==> src/rtl/wsr_pkg.sv <==
package wsr_pkg;
  typedef struct packed {
    logic busy;
    logic settling;
    logic erase;
    logic togBit;
  } statusCtl_t;
endpackage

==> src/rtl/wsr_status_ctrl.sv <==
module wsr_status_ctrl
  import wsr_pkg::*;
#(
  parameter int SETTLE_CYCLES = 8
) (
  input  logic       clk,
  input  logic       rst_n,
  input  logic       opBusy,
  input  logic       opErase,
  input  logic       readStrobe,
  output statusCtl_t ctl
);
  localparam int CNT_W = $clog2(SETTLE_CYCLES + 1);
  localparam logic [CNT_W-1:0] LOAD_VAL = CNT_W'(SETTLE_CYCLES - 1);

  logic             busyQ;
  logic             strobeQ;
  logic             togQ;
  logic [CNT_W-1:0] settleCnt;
  logic             rdRise;
  logic             busyFall;

  assign rdRise   = readStrobe & ~strobeQ;
  assign busyFall = busyQ & ~opBusy;

  always_ff @(posedge clk) begin
    if (!rst_n) begin
      busyQ   <= 1'b0;
      strobeQ <= 1'b0;
    end else begin
      busyQ   <= opBusy;
      strobeQ <= readStrobe;
    end
  end

  // toggle: armed at 1 whenever idle, flips after each new read while busy
  always_ff @(posedge clk) begin
    if (!rst_n)       togQ <= 1'b1;
    else if (!opBusy) togQ <= 1'b1;
    else if (rdRise)  togQ <= ~togQ;
  end

  // settle window counter; the fall cycle itself is the first window cycle
  always_ff @(posedge clk) begin
    if (!rst_n)                settleCnt <= '0;
    else if (opBusy)           settleCnt <= '0;
    else if (busyFall)         settleCnt <= LOAD_VAL;
    else if (settleCnt != '0)  settleCnt <= settleCnt - 1'b1;
  end

  always_comb begin
    ctl.busy     = opBusy;
    ctl.erase    = opErase;
    ctl.togBit   = togQ;
    ctl.settling = !opBusy && (busyFall || (settleCnt != '0));
  end

  AST_TOG_IDLE_ARMED: assert property (@(posedge clk) disable iff (!rst_n)
    !opBusy |=> togQ);
  AST_TOG_FLIP: assert property (@(posedge clk) disable iff (!rst_n)
    (opBusy && rdRise) |=> (togQ != $past(togQ)));
  AST_TOG_HOLD: assert property (@(posedge clk) disable iff (!rst_n)
    (opBusy && !rdRise) |=> (!opBusy || $stable(togQ)));
  AST_SETTLE_OPEN: assert property (@(posedge clk) disable iff (!rst_n)
    (busyQ && !opBusy) |-> ctl.settling);
  AST_SETTLE_BOUND: assert property (@(posedge clk) disable iff (!rst_n)
    settleCnt <= LOAD_VAL);
  AST_BUSY_CANCELS: assert property (@(posedge clk) disable iff (!rst_n)
    opBusy |=> (!opBusy || settleCnt == '0));
endmodule

==> src/rtl/wsr_status_dp.sv <==
module wsr_status_dp
  import wsr_pkg::*;
#(
  parameter int DATA_W = 8
) (
  input  logic              clk,
  input  logic              rst_n,
  input  statusCtl_t        ctl,
  input  logic [DATA_W-1:0] progByte,
  input  logic [DATA_W-1:0] arrayByte,
  output logic [DATA_W-1:0] readByte
);
  localparam int POLL_BIT = DATA_W - 1;
  localparam int TOG_BIT  = DATA_W - 2;

  always_comb begin
    readByte = arrayByte;
    if (ctl.busy) begin
      readByte           = '0;
      readByte[POLL_BIT] = ctl.erase ? 1'b0 : ~progByte[POLL_BIT];
      readByte[TOG_BIT]  = ctl.togBit;
    end else if (ctl.settling) begin
      readByte           = '0;
      readByte[POLL_BIT] = arrayByte[POLL_BIT];
    end
  end

  AST_PROG_POLL: assert property (@(posedge clk) disable iff (!rst_n)
    (ctl.busy && !ctl.erase) |-> (readByte[POLL_BIT] != progByte[POLL_BIT]));
  AST_ERASE_POLL: assert property (@(posedge clk) disable iff (!rst_n)
    (ctl.busy && ctl.erase) |-> !readByte[POLL_BIT]);
  AST_LOW_BITS_ZERO: assert property (@(posedge clk) disable iff (!rst_n)
    ctl.busy |-> (readByte[TOG_BIT-1:0] == '0));
  AST_IDLE_PASS: assert property (@(posedge clk) disable iff (!rst_n)
    (!ctl.busy && !ctl.settling) |-> (readByte == arrayByte));
endmodule

==> src/rtl/wsr_status_gen.sv <==
module wsr_status_gen
  import wsr_pkg::*;
#(
  parameter int DATA_W        = 8,
  parameter int SETTLE_CYCLES = 8
) (
  input  logic              clk,
  input  logic              rst_n,
  input  logic              opBusy,
  input  logic              opErase,
  input  logic [DATA_W-1:0] progByte,
  input  logic [DATA_W-1:0] arrayByte,
  input  logic              readStrobe,
  output logic [DATA_W-1:0] readByte
);
  statusCtl_t ctl;

  wsr_status_ctrl #(.SETTLE_CYCLES(SETTLE_CYCLES)) u_ctrl (
    .clk(clk), .rst_n(rst_n), .opBusy(opBusy), .opErase(opErase),
    .readStrobe(readStrobe), .ctl(ctl)
  );

  wsr_status_dp #(.DATA_W(DATA_W)) u_dp (
    .clk(clk), .rst_n(rst_n), .ctl(ctl), .progByte(progByte),
    .arrayByte(arrayByte), .readByte(readByte)
  );
endmodule

==> config.mk <==
export PLATFORM = sky130hd
export DESIGN_NAME = wsr_status_gen
export DESIGN_NICKNAME = d
export VERILOG_FILES = /design/src/rtl/wsr_pkg.sv /design/src/rtl/wsr_status_ctrl.sv /design/src/rtl/wsr_status_dp.sv /design/src/rtl/wsr_status_gen.sv
export SDC_FILE = /design/constraint.sdc
export NUM_CORES = 1
export LEC_CHECK = 0
export ABC_CLOCK_PERIOD_IN_PS = 1720
export BUFFER_PORTS_ARGS = -buffer_cell sky130_fd_sc_hd__buf_2
export CAP_MARGIN = 0
export CORE_MARGIN = 1
export CORE_UTILIZATION = 25
export CTS_CLUSTER_SIZE = 16
export DETAILED_ROUTE_END_ITERATION = 8
export SYNTH_ARGS = -nofsm -noshare
export SYNTH_HDL_FRONTEND = slang
export SYNTH_HIERARCHICAL = 1
export SYNTH_SLANG_ARGS = --single-unit
==> constraint.sdc <==
create_clock -name clk -period 1.72 [get_ports clk]
set_input_delay 0.086 -clock clk [delete_from_list [all_inputs] [get_ports clk]]
set_output_delay 0.086 -clock clk [all_outputs]
set_load 0.01 [all_outputs]
## Word-level counts from Yosys, hierarchy flattened

Cells that the tools add are included.

| operators by class | value |
|---|---|
| $add $sub $neg | 1 |
| multiplexer cells | 5 |
| bitwise logic cells | 7 |
| reduce and logical (&&, ||, !) cells | 8 |

Operator list:

| cell | count |
|---|---|
| $mux W8 | 1 |
| $mux W7 | 1 |
| $mux W3 | 2 |
| $not A1 Y1 | 5 |
| $reduce_bool A4 Y1 | 1 |
| $sub A4 B1 Y4 const B | 1 |
| $reduce_or A3 Y1 | 1 |
| $and A1 B1 Y1 | 2 |
| $reduce_and A2 Y1 | 1 |
| $reduce_bool A2 Y1 | 1 |
| $reduce_or A2 Y1 | 1 |
| $logic_and A1 B1 Y1 | 1 |
| $logic_not A1 Y1 | 1 |
| $logic_or A1 B1 Y1 | 1 |
| $mux W1 | 1 |

| storage, ports and cells | value |
|---|---|
| bits in registers | 7 |
| input bits | 21 |
| output and inout port bits | 8 |
| logic and storage cells | 26 |

## Depth between registers and ports, before layout

Gate-level depths: netlist of the first run.

| logic depth | value |
|---|---|
| word-level depth | 6 |
| mapped depth | 6 |
| mapped depth without buffers | 6 |

## Cells and area by module

The synthesis of the first run kept the hierarchy.

By module, submodules not included:

| module | times used | cells an instance | area each (sq um) | seq. area each (sq um) |
|---|---|---|---|---|
| wsr_status_ctrl | 1 | 34 | 330.3 | 140.1 |
| wsr_status_dp | 1 | 12 | 77.6 | 0.0 |

## Worst setup path after synthesis of the first run

OpenSTA, ideal clock, no wires.

| path | value |
|---|---|
| path type | register to output |
| start point | register u_ctrl.settleCnt[0] |
| end point | output readByte[6] |
| data arrival time | 1285 ps |
| required time | 1634 ps |
| setup slack | 349 ps |
| cell stages (with the launch flop) | 7 |
| buffers on the path | 0 |
| cells stage by stage | dfxtp_1 -> inv_1 -> ha_1 -> nor3b_2 -> a21oi_1 -> nand2b_1 -> o21ai_0 |

RTL lines:

| what | RTL line | RTL |
|---|---|---|
| start: declaration | wsr_status_ctrl.sv:19 | `logic [CNT_W-1:0] settleCnt;` |
| start signal: assignment | wsr_status_ctrl.sv:48 | `else if (settleCnt != '0) settleCnt <= settleCnt - 1'b1;` |
| end: declaration | wsr_status_gen.sv:14 | `output logic [DATA_W-1:0] readByte` |

==> results of run 1 <==
[critical path: stages (launching register included)]
cell and delay, ps:
dfxtp_1 340, inv_2 60, ha_1 200, nor3b_4 160, a21oi_2 220, nor2_4 80, and2_1 150, buf_2 140
[worst max path at each step]
stage	from	endpoint	slack (ps)	cells after the start
after floorplan	u_ctrl/settleCnt[0]	readByte[6]	350	6
after global placement	u_ctrl/settleCnt[0]	readByte[1]	230	7
after detailed placement	u_ctrl/settleCnt[0]	readByte[1]	230	7
after CTS	u_ctrl/settleCnt[0]	readByte[1]	20	7
after global routing	u_ctrl/settleCnt[1]	readByte[1]	-10	7
final	u_ctrl/settleCnt[0]	readByte[1]	40	7
[synth_stat cells, types with 2 or more instances]
cell and n:
a21oi_1 3, and2_1 8, buf_4 3, dfxtp_1 7, ha_1 2, inv_1 3
nand2_1 2, nand2b_1 2, nor2_1 2, nor3_1 2, xnor2_1 3
[cell families (layout without fill, tap and decap cells)]
family	after synthesis	count (layout)	share of synthesized area
AND/OR/NAND/NOR	21	21	0.319
flip-flops	7	7	0.344
buffers and inverters	6	30	0.0828
AO/OA/AOI/OAI	5	5	0.0705
XOR/XNOR	4	4	0.0859
adder cells (fa/ha/maj)	2	2	0.0613
multiplexers	1	1	0.0368
[report_power, final]
group / switching [mW] / total (mW) / internal (mW)
sequential: 0.0106 / 0.185 / 0.174
combinational: 0.0675 / 0.158 / 0.0906
clock: 0.0615 / 0.150 / 0.0886
total: 0.140 / 0.493 / 0.354
[layout make-up]
| class | instances | area [um^2] | share of cell area |
|---|---|---|---|
| multi-input combinational | 33 | 249 | 0.439 |
| sequential | 7 | 140 | 0.247 |
| timing repair buffer | 23 | 120 | 0.212 |
| clock buffer | 4 | 26.3 | 0.0464 |
| tap | 16 | 20.0 | 0.0353 |
| inverter | 3 | 11.3 | 0.0199 |
[routing by layer]
layer  up-vias  GRT usage  routed length, um  part of all wire
met1       159     0.0904                319              0.42
li1        194          -                  -                 -
met5         -          0                  0                 0
met2         9      0.151                383              0.51
met4         0     0.0188                 17             0.022
met3         2     0.0517                 36             0.048
[what timing repair did]
| action | in CTS | in global routing |
|---|---|---|
| resized for setup | 1 | 4 |
| setup buffers | 1 | 1 |
| pin swaps | 1 | 2 |
| setup endpoints to repair | 7 | 7 |
[sequential cells by signal (all words and copies together) (netlist names)]
name,cells
u_ctrl/busyQ,1
u_ctrl/settleCnt,4
u_ctrl/strobeQ,1
u_ctrl/togQ,1
==> results.json, run 1 <==
{
  "crit_required_ps": 1630,
  "hpwlAfterDp_um": 572,
  "wl_um": 756,
  "final_core_util": 0.376,
  "cts_max_path_buffers": 2,
  "grt_pass1_wl_mm": 1.19,
  "tightest_slew_ps": 215,
  "worst-path-max-fanout": 6,
  "fin_worst_skew_ps": 3.63,
  "die_h_um": 42.4,
  "start_kind": "register",
  "fmax_mhz": 596,
  "globalRouteTotalUtil": 0.0873,
  "fin_crit_ps": 1680,
  "pin_count": 29,
  "hold_depth": 2,
  "finalNonFillerCells": 86,
  "r2r_setup_slack_ps": 380,
  "ys.warnings.count": 6,
  "drt_pass1_iterations": 2,
  "n_antenna_cell": 0,
  "first_iter_violations": 2,
  "criticalPathCategory": "register to output pin",
  "grt_pass1_vias": 323,
  "antenna_found_initial": 0,
  "layout_common_cells": "buf_2, and2_1, dfxtp_1",
  "report.final.hold_viol_count": 0,
  "synthCells": 46,
  "vias_per_cell": 4.23,
  "synth_edf_count": 0,
  "fillCellCount": 154,
  "post_route_cells_drive_above_1_share": 0.457,
  "hold_slack_ps": 54.7,
  "synth_fp_nets": 69,
  "core_mm2": 0.00151,
  "hold_buffers": 0,
  "worst_slack_ps": 42.9,
  "synth_top_area_frac": 0.344,
  "drc": 0,
  "slew_headroom": 0.855,
  "syn_avg_cell_area_um2": 8.87,
  "fin_nets": 94,
  "synth_ff_type": "dfxtp_1",
  "ys_seq_elements": 7,
  "rows": 14,
  "synth_largest_area_cell": "dfxtp_1",
  "crit_path_end_kind": "output pin",
  "drv_cap": 0,
  "fin_crit_sh": 0.975,
  "hold_class": "input port to register",
  "wl_per_cell_um": 8.79,
  "final_common_cell": "buf_2",
  "r2r-end": "u_ctrl/settleCnt[3]",
  "place.gp.congestion": 0.715,
  "cts.htree.levels": 1,
  "synth.distinct_cells": 20,
  "cts.sinks": 7,
  "pwr_density_cell_mw_per_mm2": 870,
  "synth_area_um2": 408,
  "arrival_ps": 1590,
  "initial_utilization": 0.271,
  "p_total_mw": 0.493,
  "reg2reg_depth": 6,
  "r2r-start": "u_ctrl/settleCnt[0]",
  "die_area_mm2": 0.00180,
  "status": "finished clean",
  "finalSetupViolations": 0,
  "port_buffers": 21,
  "grt_max_degree": 8,
  "final_cell_area_um2": 567,
  "placed_cell_area_um2": 510,
  "numCtsBuffers": 3,
  "insertion_delay_ps": 250,
  "cts_root_buf": "clkbuf_4",
  "netlist_top_cells_area": "dfxtp_1, and2_1, xnor2_1",
  "p_leak_nw": 0.273,
  "cts_tree": "done",
  "area_growth_pct": 39.0,
  "die_w_um": 42.4,
  "place_inst": 80,
  "slew_violations": 0,
  "async_flop_share": 0,
  "hold_path_end": "u_ctrl/strobeQ",
  "ant_nets": 0,
  "vdd_drop_max_mv": 0.669,
  "yosysSeqAreaShare": 0.344,
  "vias": 364,
  "pre_cts_ws_ps": 229,
  "globalRoute.totalOverflow": 0,
  "tns_ps": 0,
  "cts.clk_slew.worst_paths_ps": 50,
  "worstHoldStart": "readStrobe"
}
(Power assumes the default switching activity.)
==> run 2, diff against run 1 <==
--- a/config.mk
+++ b/config.mk
@@ -8,10 +8,13 @@
 export ABC_CLOCK_PERIOD_IN_PS = 1720
 export BUFFER_PORTS_ARGS = -buffer_cell sky130_fd_sc_hd__buf_2
 export CAP_MARGIN = 0
+export CELL_PAD_IN_SITES_DETAIL_PLACEMENT = 0
+export CELL_PAD_IN_SITES_GLOBAL_PLACEMENT = 2
 export CORE_MARGIN = 1
-export CORE_UTILIZATION = 25
+export CORE_UTILIZATION = 19
 export CTS_CLUSTER_SIZE = 16
 export DETAILED_ROUTE_END_ITERATION = 8
+export PLACE_DENSITY_LB_ADDON = 0.1
 export SYNTH_ARGS = -nofsm -noshare
 export SYNTH_HDL_FRONTEND = slang
 export SYNTH_HIERARCHICAL = 1
==> run 2 against run 1 <==
Net effect: via count rose by 3.0%; hold slack improved by 5.9 ps; clock skew fell by 1.8 ps; global-route usage fell by 1.2 points; cell area rose by 3.5%; count of clock-buffer cells in the layout did not move; wire length rose by 11%.
==> results.json, run 2 (synthesized netlist as in run 1, its figures left out) <==
{
  "wl_per_cell_um": 8.68,
  "share_seq_of_total_power": 0.386,
  "final_common_cell": "buf_2",
  "multi_input_area_um2": 253,
  "finalSetupViolations": 0,
  "port_buffers": 21,
  "globalRouteTotalUtil": 0.0748,
  "largest_register_ffs": 4,
  "grt_pass1_wl_mm": 1.38,
  "cts_max_path_buffers": 2,
  "cts.clk_slew.worst_paths_ps": 50,
  "core_mm2": 0.00198,
  "die_w_um": 48.3,
  "antenna_found_initial": 0,
  "crit_start": "u_ctrl/settleCnt[0]",
  "status": "finished clean",
  "power.switching_mw": 0.132,
  "slew_violations": 0,
  "p_total_mw": 0.484,
  "rsz0062_at_grt": "yes",
  "cts.htree.levels": 1,
  "pwr-share-clk": 0.292,
  "wl_um": 842,
  "cts_tree": "done",
  "finalNonFillerCells": 97,
  "switching_share": 0.273,
  "fmax_mhz": 614,
  "pin_count": 29,
  "ff_latch_area_um2": 143,
  "p_leak_nw": 0.275,
  "internal_power_mw": 0.352,
  "post_route_cells_drive_above_1_share": 0.486,
  "arrival_ps": 1540,
  "layout_common_cells": "buf_2, and2_1, dfxtp_1",
  "pwr_density_cell_mw_per_mm2": 824,
  "place.gp.congestion": 0.722,
  "grt_max_degree": 8,
  "n_antenna_cell": 0,
  "hold_buffers": 0,
  "initial_utilization": 0.206,
  "hpwlAfterDp_um": 663,
  "fin_nets": 94,
  "hold_class": "input port to register",
  "cts.sinks": 7,
  "area_growth_pct": 43.9,
  "worstHoldStart": "readStrobe",
  "insertion_delay_ps": 240,
  "globalRoute.totalOverflow": 0,
  "grt_pass1_vias": 343,
  "comb_power_share": 0.321,
  "first_iter_violations": 2,
  "rows": 16,
  "fin_crit_ps": 1630,
  "drt_pass1_iterations": 3,
  "ant_nets": 0,
  "fin_worst_skew_ps": 1.78,
  "cts_root_buf": "clkbuf_4",
  "die_area_mm2": 0.00234,
  "crit_path_end_kind": "output pin",
  "vdd_drop_max_mv": 0.339,
  "fin_crit_sh": 0.947,
  "final_cell_area_um2": 587,
  "crit_required_ps": 1630,
  "vias": 375,
  "slew_headroom": 0.857,
  "criticalPathCategory": "register to output pin",
  "vias_per_cell": 3.87,
  "report.final.hold_viol_count": 0,
  "start_kind": "register",
  "die_h_um": 48.3,
  "place_inst": 92,
  "tightest_slew_ps": 212,
  "drv_cap": 0,
  "worst-path-max-fanout": 6,
  "placed_cell_area_um2": 532,
  "r2r-start": "u_ctrl/settleCnt[0]",
  "fillCellCount": 219,
  "numCtsBuffers": 3,
  "drc": 0,
  "top_register": "u_ctrl/settleCnt"
}
[run 2: cell types whose count changed in the layout (fill, tap and decap cells not counted)]
cell     previous run  this run
dfxtp_1             7         5
inv_1               2         3
inv_2               1         0
o21ai_1             1         0
dfxtp_2             0         2
o21ai_2             0         1
[run 2: per-stage QoR]
stage	hold WS (ps)	util	worst slack, ps	setup TNS (ps)
floorplan	208	-	349	0
detailed placement	315	0.268	241	0
finish	60.6	0.296	91.3	0
global placement	308	0.268	198	0
global route	59.5	0.296	-25.5	-156
CTS	54.3	0.287	11.7	0
[run 2: power groups by stage]
stage               Sequential, mW  Combinational, mW  Clock (mW)
global placement             0.188              0.139           0
detailed placement           0.188              0.134           0
CTS                          0.185              0.143       0.151
finish                       0.187              0.156       0.141
floorplan                    0.185             0.0976           0
global route                 0.188              0.173       0.163
[run 2: timing repair]
action	4_1_cts	5_1_grt
gates resized for setup	2	5
gates cloned	0	0
pin swaps	0	1
endpoints found under the setup margin	6	7
setup buffers	0	1
endpoints found under the hold margin	0	0
[run 2: path summary, 6_finish.rpt]
check	endpoint	slack (ps)	cells after the start
max	readByte[4]	90	7
min	u_ctrl/strobeQ	60	2
max reg2reg	u_ctrl/settleCnt[1]	420	4
min reg2reg	u_ctrl/settleCnt[3]	500	1
[run 2: area by class of cell]
cell class | count | share of cell area
Clock buffer | 4 | 0.0448
Inverter | 3 | 0.0192
Timing Repair Buffer | 23 | 0.205
Tap cell | 27 | 0.0576
Multi-Input combinational cell | 33 | 0.431
Sequential cell | 7 | 0.243
[run 2: critical path, cell delays in order, from the launching register on]
cell     delay (ps)
dfxtp_2         330
inv_1            50
ha_1            210
nor3b_4         160
a21oi_2         200
nor2_4           70
and2_1          150
buf_2           130
[run 2: per-layer routing]
metal  global-route usage  wire length (um)  vias up
li1                     -                 -      196
met5                    0                 0        -
met1               0.0806               344      163
met4               0.0588                 0        0
met2                0.122               415       16
met3               0.0220                81        0
